File: src/rtl/agu_pkg.sv
package agu_pkg;

    localparam int AGU_ADDR_W  = 16;
    localparam int AGU_ORD_MAX = 10;
    localparam int AGU_ORD_W   = 4;

    typedef enum logic [1:0] {
        AGU_LINEAR = 2'd0,
        AGU_CIRC   = 2'd1,
        AGU_BREV   = 2'd2,
        AGU_RSVD   = 2'd3
    } agu_mode_e;

    typedef struct packed {
        agu_mode_e               mode;
        logic [AGU_ADDR_W-1:0]   base;
        logic [AGU_ADDR_W-1:0]   len;
        logic [AGU_ADDR_W-1:0]   step;
        logic [AGU_ORD_W-1:0]    order;
    } agu_cfg_t;

    function automatic logic [AGU_ORD_W-1:0] clamp_order(input logic [AGU_ORD_W-1:0] o);
        if (o < AGU_ORD_W'(1))           return AGU_ORD_W'(1);
        if (o > AGU_ORD_W'(AGU_ORD_MAX)) return AGU_ORD_W'(AGU_ORD_MAX);
        return o;
    endfunction

    function automatic logic [AGU_ORD_MAX-1:0] order_mask(input logic [AGU_ORD_W-1:0] o);
        logic [AGU_ORD_MAX:0] one;
        logic [AGU_ORD_MAX:0] m;
        one = (AGU_ORD_MAX+1)'(1);
        m   = (one << o) - one;
        return m[AGU_ORD_MAX-1:0];
    endfunction

endpackage

File: src/rtl/agu_step_unit.sv
module agu_step_unit #(
    parameter int AW = 16
) (
    input  logic [AW-1:0] ptr,
    input  logic [AW-1:0] base,
    input  logic [AW-1:0] len,
    input  logic [AW-1:0] step,
    input  logic          circ_en,
    output logic [AW-1:0] nxt
);
    localparam int WW = AW + 2;

    logic signed [WW-1:0] s_ptr, s_base, s_len, s_step, s_sum, s_lim, s_res;

    always_comb begin
        s_ptr  = signed'({2'b00, ptr});
        s_base = signed'({2'b00, base});
        s_len  = signed'({2'b00, len});
        s_step = signed'({{2{step[AW-1]}}, step});
        s_sum  = s_ptr + s_step;
        s_lim  = s_base + s_len;
        s_res  = s_sum;
        if (circ_en && (len != '0)) begin
            if (!step[AW-1] && (s_sum >= s_lim))
                s_res = s_sum - s_len;
            else if (step[AW-1] && (s_sum < s_base))
                s_res = s_sum + s_len;
        end
        nxt = s_res[AW-1:0];
    end
endmodule

File: src/rtl/agu_bitrev.sv
module agu_bitrev #(
    parameter int AW = 16,
    parameter int LM = 10,
    parameter int OW = 4
) (
    input  logic [LM-1:0] cnt,
    input  logic [AW-1:0] base,
    input  logic [OW-1:0] order,
    output logic [AW-1:0] addr
);
    for (genvar i = 0; i < LM; i++) begin : g_low
        always_comb begin
            addr[i] = base[i];
            if (i < int'(order)) begin
                for (int j = 0; j < LM; j++) begin
                    if (int'(order) - 1 - i == j) addr[i] = cnt[j];
                end
            end
        end
    end
    for (genvar i = LM; i < AW; i++) begin : g_high
        assign addr[i] = base[i];
    end
endmodule

File: src/rtl/agu_top.sv
module agu_top
    import agu_pkg::*;
(
    input  logic                  clk,
    input  logic                  rst,
    input  logic                  load,
    input  logic                  advance,
    input  logic [1:0]            mode,
    input  logic [AGU_ADDR_W-1:0] base,
    input  logic [AGU_ADDR_W-1:0] length,
    input  logic [AGU_ADDR_W-1:0] step,
    input  logic [AGU_ORD_W-1:0]  fft_log2,
    output logic [AGU_ADDR_W-1:0] addr
);
    agu_cfg_t                cfg;
    logic [AGU_ADDR_W-1:0]   ptr;
    logic [AGU_ORD_MAX-1:0]  cnt;
    logic [AGU_ADDR_W-1:0]   ptr_nxt;
    logic [AGU_ADDR_W-1:0]   rev_addr;

    agu_step_unit #(.AW(AGU_ADDR_W)) i_step (
        .ptr     (ptr),
        .base    (cfg.base),
        .len     (cfg.len),
        .step    (cfg.step),
        .circ_en (cfg.mode == AGU_CIRC),
        .nxt     (ptr_nxt)
    );

    agu_bitrev #(.AW(AGU_ADDR_W), .LM(AGU_ORD_MAX), .OW(AGU_ORD_W)) i_rev (
        .cnt   (cnt),
        .base  (cfg.base),
        .order (cfg.order),
        .addr  (rev_addr)
    );

    always_ff @(posedge clk) begin
        if (rst) begin
            cfg <= '{mode: AGU_LINEAR, base: '0, len: '0, step: '0, order: AGU_ORD_W'(1)};
            ptr <= '0;
            cnt <= '0;
        end else if (load) begin
            cfg.mode  <= agu_mode_e'(mode);
            cfg.base  <= base;
            cfg.len   <= length;
            cfg.step  <= step;
            cfg.order <= clamp_order(fft_log2);
            ptr       <= base;
            cnt       <= '0;
        end else if (advance) begin
            if (cfg.mode == AGU_BREV)
                cnt <= (cnt + 1'b1) & order_mask(cfg.order);
            else
                ptr <= ptr_nxt;
        end
    end

    assign addr = (cfg.mode == AGU_BREV) ? rev_addr : ptr;

endmodule

File: config.mk
export PLATFORM = sky130hd
export DESIGN_NAME = agu_top
export DESIGN_NICKNAME = d
export VERILOG_FILES = /design/src/rtl/agu_pkg.sv /design/src/rtl/agu_step_unit.sv /design/src/rtl/agu_bitrev.sv /design/src/rtl/agu_top.sv
export SDC_FILE = /design/constraint.sdc
export NUM_CORES = 1
export LEC_CHECK = 0
export BUFFER_PORTS_ARGS = -buffer_cell sky130_fd_sc_hd__buf_2
export CAP_MARGIN = 20
export CORE_ASPECT_RATIO = 0.9
export CORE_MARGIN = 1
export CORE_UTILIZATION = 50
export CTS_CLUSTER_SIZE = 25
export DETAILED_ROUTE_END_ITERATION = 7
export GPL_TIMING_DRIVEN = 0
export PLACE_DENSITY = 0.68
export SLEW_MARGIN = 20
export SYNTH_ARGS = -nofsm -noshare
export SYNTH_HDL_FRONTEND = slang
export SYNTH_SLANG_ARGS = --single-unit
File: constraint.sdc
create_clock -name clk -period 6.15 [get_ports clk]
set_input_delay 0.615 -clock clk [delete_from_list [all_inputs] [get_ports clk]]
set_output_delay 0.615 -clock clk [all_outputs]
set_load 0.01 [all_outputs]
======== Word-level counts from Yosys, hierarchy flattened ========
Index checks and enable logic that the tools add are counted.
cells by class
  equal/unequal tests ..................... 93
  shift operators ......................... 1
  bitwise gates (word level) .............. 1
  reductions and logical operators ........ 19
  order comparisons ....................... 14
  multiplexer cells ....................... 128
  $add $sub $neg .......................... 16
operators by type and width
  kind                                                        number
  == test 32 x 4 -> 1 bit (second input constant)             40
  == test 32 x 3 -> 1 bit (second input constant)             20
  == test 32 x 5 -> 1 bit (second input constant)             20
  == test 32 x 2 -> 1 bit (second input constant)             10
  logical NOT 32 bit                                          10
  subtractor 32 x 4 -> 32 bit (second input constant)         4
  two-way mux 1 bit                                           117
  two-way mux 16 bit                                          7
  subtractor 32 x 3 -> 32 bit (second input constant)         2
  subtractor 32 x 5 -> 32 bit (second input constant)         2
  subtractor 32 x 2 -> 32 bit (second input constant)         1
  adder 17 x 16 -> 18 bit                                     1
  >= comparator 18 bit                                        1
  less-than comparator 18 x 17 -> 1 bit                       1
  adder 16 x 16 -> 17 bit                                     1
  adder 16 bit                                                1
  less-than comparator 3 x 4 -> 1 bit (first input constant)  4
  two-way mux 4 bit                                           4
  nonzero test 16 bit                                         1
  subtractor 16 bit                                           1
  adder 10 x 1 -> 10 bit (second input constant)              1
  bitwise AND 10 bit                                          1
  << shifter 1 x 4 -> 10 bit (first input constant)           1
  subtractor 10 x 1 -> 10 bit (second input constant)         1
  other kinds (14)                                            20
storage, ports and cells
  register bits after elaboration ......... 80
  word-level logic and storage cells ...... 279
  input bits .............................. 58
  output and inout bits ................... 16

======== Longest topological paths before layout ========
  depth after elaboration ................. 15
  mapped depth ............................ 24
  mapped depth without buffers ............ 23

======== Modules after synthesis ========
Synthesis repeated with hierarchy kept, for this count alone.
second synthesis, totals
  cells, all modules ...................... 1302
  area total of the unflattened synthesis .. 9974.6 um2
by module, submodules not included
  module         sequential area each (um2)  cells an instance  area each (um2)  times used
  agu_step_unit  0.0                         524                3871.2           1
  agu_top        1601.5                      346                3457.1           1
  agu_bitrev     0.0                         432                2646.3           1

======== Worst setup path after synthesis ========
OpenSTA, ideal clock, no wires.
  path kind ............................... reg-to-output
  start point ............................. register, netlist name cfg[0]
  end point ............................... output port addr[7]
  cell stages (with the launch flop) ...... 19
  buffers on the path ..................... 2
  slack ................................... 1.336 ns
  data required time ...................... 5.535 ns
  data arrival time ....................... 4.199 ns
  path through ............................ dfxtp_1 > clkbuf_1 > inv_1 > ha_1 > ha_1 > clkbuf_1 > clkinv_1 > ha_1 > or3_1 > a21oi_1 > xnor2_1 > or3_1 > o21ai_0 > o211ai_1 > o211ai_1 > o2bb2ai_1 > o21ai_0 > a31oi_1 > o21ai_0
on the way
  longest elaborated chain between the ends .. 15
  elaborated cells between the ends (all ways) .. 25
  those cells by class .................... add/sub (2); order compare (1); eq/ne (9); mux (12); reduce/logical (1)
RTL lines
  item                             line              source
  subtractor 4 x 1 -> 5 bit        agu_bitrev.sv:16  if (int'(order) - 1 - i == j) addr[i] = cnt[j];
  subtractor 32 x 4 -> 32 bit      agu_bitrev.sv:16
  logical NOT 32 bit               agu_bitrev.sv:16
  two-way mux 1 bit (10 in a row)  agu_bitrev.sv:16
  two-way mux 1 bit *              agu_bitrev.sv:14  if (i < int'(order)) begin
  two-way mux 16 bit *             agu_top.sv:58     assign addr = (cfg.mode == AGU_BREV) ? rev_addr : ptr;
  to (decl)                        agu_top.sv:13     output logic [AGU_ADDR_W-1:0] addr
Mark *: on every way between the ends. The rest lies on a longest branch, timed or not.

======== Worst setup path after layout ========
  start point ............................. register, netlist name cfg[0]
  end point ............................... output port addr[7]
on the way
  longest elaborated chain between the ends .. 15
  elaborated cells between the ends (all ways) .. 25
  those cells by class .................... add/sub (2); order compare (1); eq/ne (9); mux (12); reduce/logical (1)
RTL lines
  item                             line
  subtractor 4 x 1 -> 5 bit        agu_bitrev.sv:16
  subtractor 32 x 4 -> 32 bit      agu_bitrev.sv:16
  logical NOT 32 bit               agu_bitrev.sv:16
  two-way mux 1 bit (10 in a row)  agu_bitrev.sv:16
  two-way mux 1 bit *              agu_bitrev.sv:14
  two-way mux 16 bit *             agu_top.sv:58
Marks and branches as above.

==> out/results.ini <==
[outcome]
status = finished, final reports clean

[cts]
cts-buffers-inserted = 9
clockBufferDepth = 2
cts_sinks = 80
path_clk_slew_ns = 0.07
postCtsHoldBufs = 0
post_cts_resized = 4
post_cts_buffers = 0
cts_max_level = 3
worstSkewPairLatency_ns = 0.36
cts_tree = built
cts_root_buf = clkbuf_16

[synthesis]
synth.cell_area_um2 = 9280
syn_inst = 1266
yosys_warnings = 0
synth_nets = 1434
avgSynthCellArea_um2 = 7.33
yosys_register_bits = 80
seq_area_frac_synth_pct = 17.3
async_flop_share_pct = 0
ys.flop_type = dfxtp_1
ys_types = 84
synth-edff-count = 0

[floorplanning]
start_util_pct = 51.8
die_h_um = 131
rows = 46
pin_count = 74
core_um2 = 17900
dieArea_um2 = 19100
die_w_um = 146

[pwr]
ir_drop_mv = 0.170
p_leak_nw = 4.40
total_power_mw = 2.24
pwr_density_cell_nw_per_um2 = 219

[finish]
antenna_cells = 0
layoutNonFillerInstCount = 1594
drive_above_1_share_pct = 9.82
syn_to_final_growth_pct = 10.6
nNetsFinal = 1517

[worst_setup_path]
r2r-start = cfg[20]
cp-end-kind = primary output
crit_path_frequent_cell = o21ai_0
rrSetupSlack_ns = 0.40
reg2regPathDepth = 24
critPathMaxStageDelay_ns = 0.48
critPathTopFamily = compound AO/OA/AOI/OAI gates
cp.arrival_ns = 5.45
start_kind = flip-flop
cp_cell_sequence = clkbuf_4 -> inv_1 -> ha_1 -> ha_2 -> clkbuf_4 -> clkinv_2 -> ha_2 -> or3_1 -> a21oi_1 -> xnor2_1 -> or3_1 -> o21ai_0 -> o211ai_1 -> o211ai_1 -> o2bb2ai_1 -> o21ai_0 -> a31oi_1 -> o21ai_0 -> buf_2
critPathMaxFanout = 10
crit_buf_inv = 5
cp.required_ns = 5.53
crit_type = flip-flop to primary output
cpMaxStageDelayCell = or3_1
crit_cells = 19
r2r_end = ptr[11]

[detailed_routing]
vias = 10200
wire_per_inst_um = 22.3
via_per_inst = 6.42
drc_errors = 0
postRouteAntennaNets = 0
drt_iter0_drc = 1298
first_pass_iters = 5
totalWireLength_mm = 35.5

[sta]
fin_crit_ns = 6.06
rsz0062_at_grt = false
slew_viol_final = 0
tightest_slew_ns = 1.09
setup_ws_ns = 0.0891
final-setup-viol-count = 0
fin_skew_ns = 0.0129
max_freq_mhz = 165
fin_crit_sh_pct = 98.6
slew_headroom_pct = 27.0
finalHoldViolations = 0

[placed_design]
hpwl_mm = 28.3
gp_congestion = 1.03
io_buffers = 72
place_ws_ns = -0.196
dp_cells = 1578

[grt]
grt_overflow = 0
grt_max_degree = 17
grt_pass1_vias = 9121
gr-usage-all-layers_pct = 36.7
grt_pass1_wl_mm = 53.9
grt_antenna_before_repair = 0

[worst_hold_path]
holdCritPathClass = input pin to flip-flop
hold_path_end = cfg[17]
min_path_cells = 3
hold_start = step[13]

[job]
drv_cap = 0

-- per-layer routing --
metal	track usage (%)	vias up	wire length, um
met3	9.31	40	4210
met4	7.25	0	518
li1	-	4848	-
met5	0	-	0
met1	58.6	4813	17600
met2	47.7	530	13200
-- cell type report --
| cell class | instances | area (um2) |
|---|---|---|
| plain buffers | 65 | 272 |
| clock buffers | 10 | 239 |
| clock inverters | 6 | 55.1 |
| fillers | 1706 | 7640 |
| inverters | 85 | 320 |
| multi-input cells | 1036 | 7110 |
| flip-flops and latches | 80 | 1600 |
| well taps | 240 | 300 |
| repair buffers | 72 | 360 |
-- cell usage after synthesis, types with 17 or more instances --
| cell type | count | share of area [%] |
|---|---|---|
| dfxtp_1 | 80 | 17 |
| inv_1 | 82 | 3.3 |
| and3_1 | 17 | 1.1 |
| ha_1 | 106 | 14 |
| nand3_1 | 29 | 1.6 |
| nor3_1 | 44 | 2.4 |
| a21o_1 | 21 | 1.7 |
| clkbuf_1 | 52 | 2.1 |
| nor2_1 | 125 | 5.1 |
| o21ai_0 | 73 | 3.9 |
| a21oi_1 | 131 | 7.1 |
| mux2i_1 | 49 | 5.3 |
| o22ai_1 | 18 | 1.2 |
| nand2_1 | 94 | 3.8 |
| xnor2_1 | 35 | 3.3 |
| a211oi_1 | 24 | 1.9 |
-- worst min-delay path, cell delays in order --
cell,delay (ns)
buf_2,0.07
mux2i_1,0.05
nor2_1,0.07
-- logic make-up (layout without fill, tap and decap cells) --
group           Yosys count  count (layout)  synth area share, %
compound gates          433             433                 30.8
simple gates            390             390                 20.0
buf+inv                 150             238                 6.27
fa+ha+maj               111             111                 15.3
flops                    80              80                 17.3
mux                      52              52                 5.65
xor+xnor                 50              50                 4.72
-- metrics by stage --
step / hold WS [ns] / cell area, um2 / TNS [ns] / utilization [%]
floorplan: 0.462 / 9280 / 0 / -
global placement: 0.486 / 9940 / -0.290 / 55.5
detailed placement: 0.491 / 9940 / -0.196 / 55.5
CTS: 0.483 / 10200 / 0 / 57.2
global route: 0.495 / 10300 / 0 / 57.3
finish: 0.488 / 10300 / 0 / 57.3
-- how the worst max path moves through the flow --
stage            start      end  slack, ns
2_1_floorplan   cfg[0]  addr[7]       1.34
3_3_place_gp    cfg[0]  addr[7]      -0.29
3_5_place_dp    cfg[0]  addr[7]      -0.20
4_1_cts         cfg[0]  addr[7]       0.08
5_1_grt        cfg[20]  ptr[11]       0.02
6_report        cfg[0]  addr[7]       0.09
-- sequential cells by signal, summed over array words and instances, names as in the netlist --
| register | cells |
|---|---|
| cfg | 54 |
| ptr | 16 |
| cnt | 10 |
-- placed cells by master, fill, tap and decap left out, types with 24 or more instances in the layout --
| cell | instances |
|---|---|
| a211oi_1 | 24 |
| a21oi_1 | 131 |
| buf_2 | 75 |
| clkbuf_1 | 49 |
| dfxtp_1 | 80 |
| ha_1 | 104 |
| inv_1 | 82 |
| mux2i_1 | 49 |
| nand2_1 | 94 |
| nand3_1 | 29 |
| nor2_1 | 125 |
| nor3_1 | 44 |
| o21ai_0 | 73 |
| xnor2_1 | 35 |
-- power by group --
group          leakage [nW]  internal [mW]  switching [mW]
clock network         0.146          0.295           0.267
registers             0.659          0.549          0.0499
logic                  3.60          0.401           0.683
total                  4.40           1.24           0.999
Power figures use the tool's default switching activity.
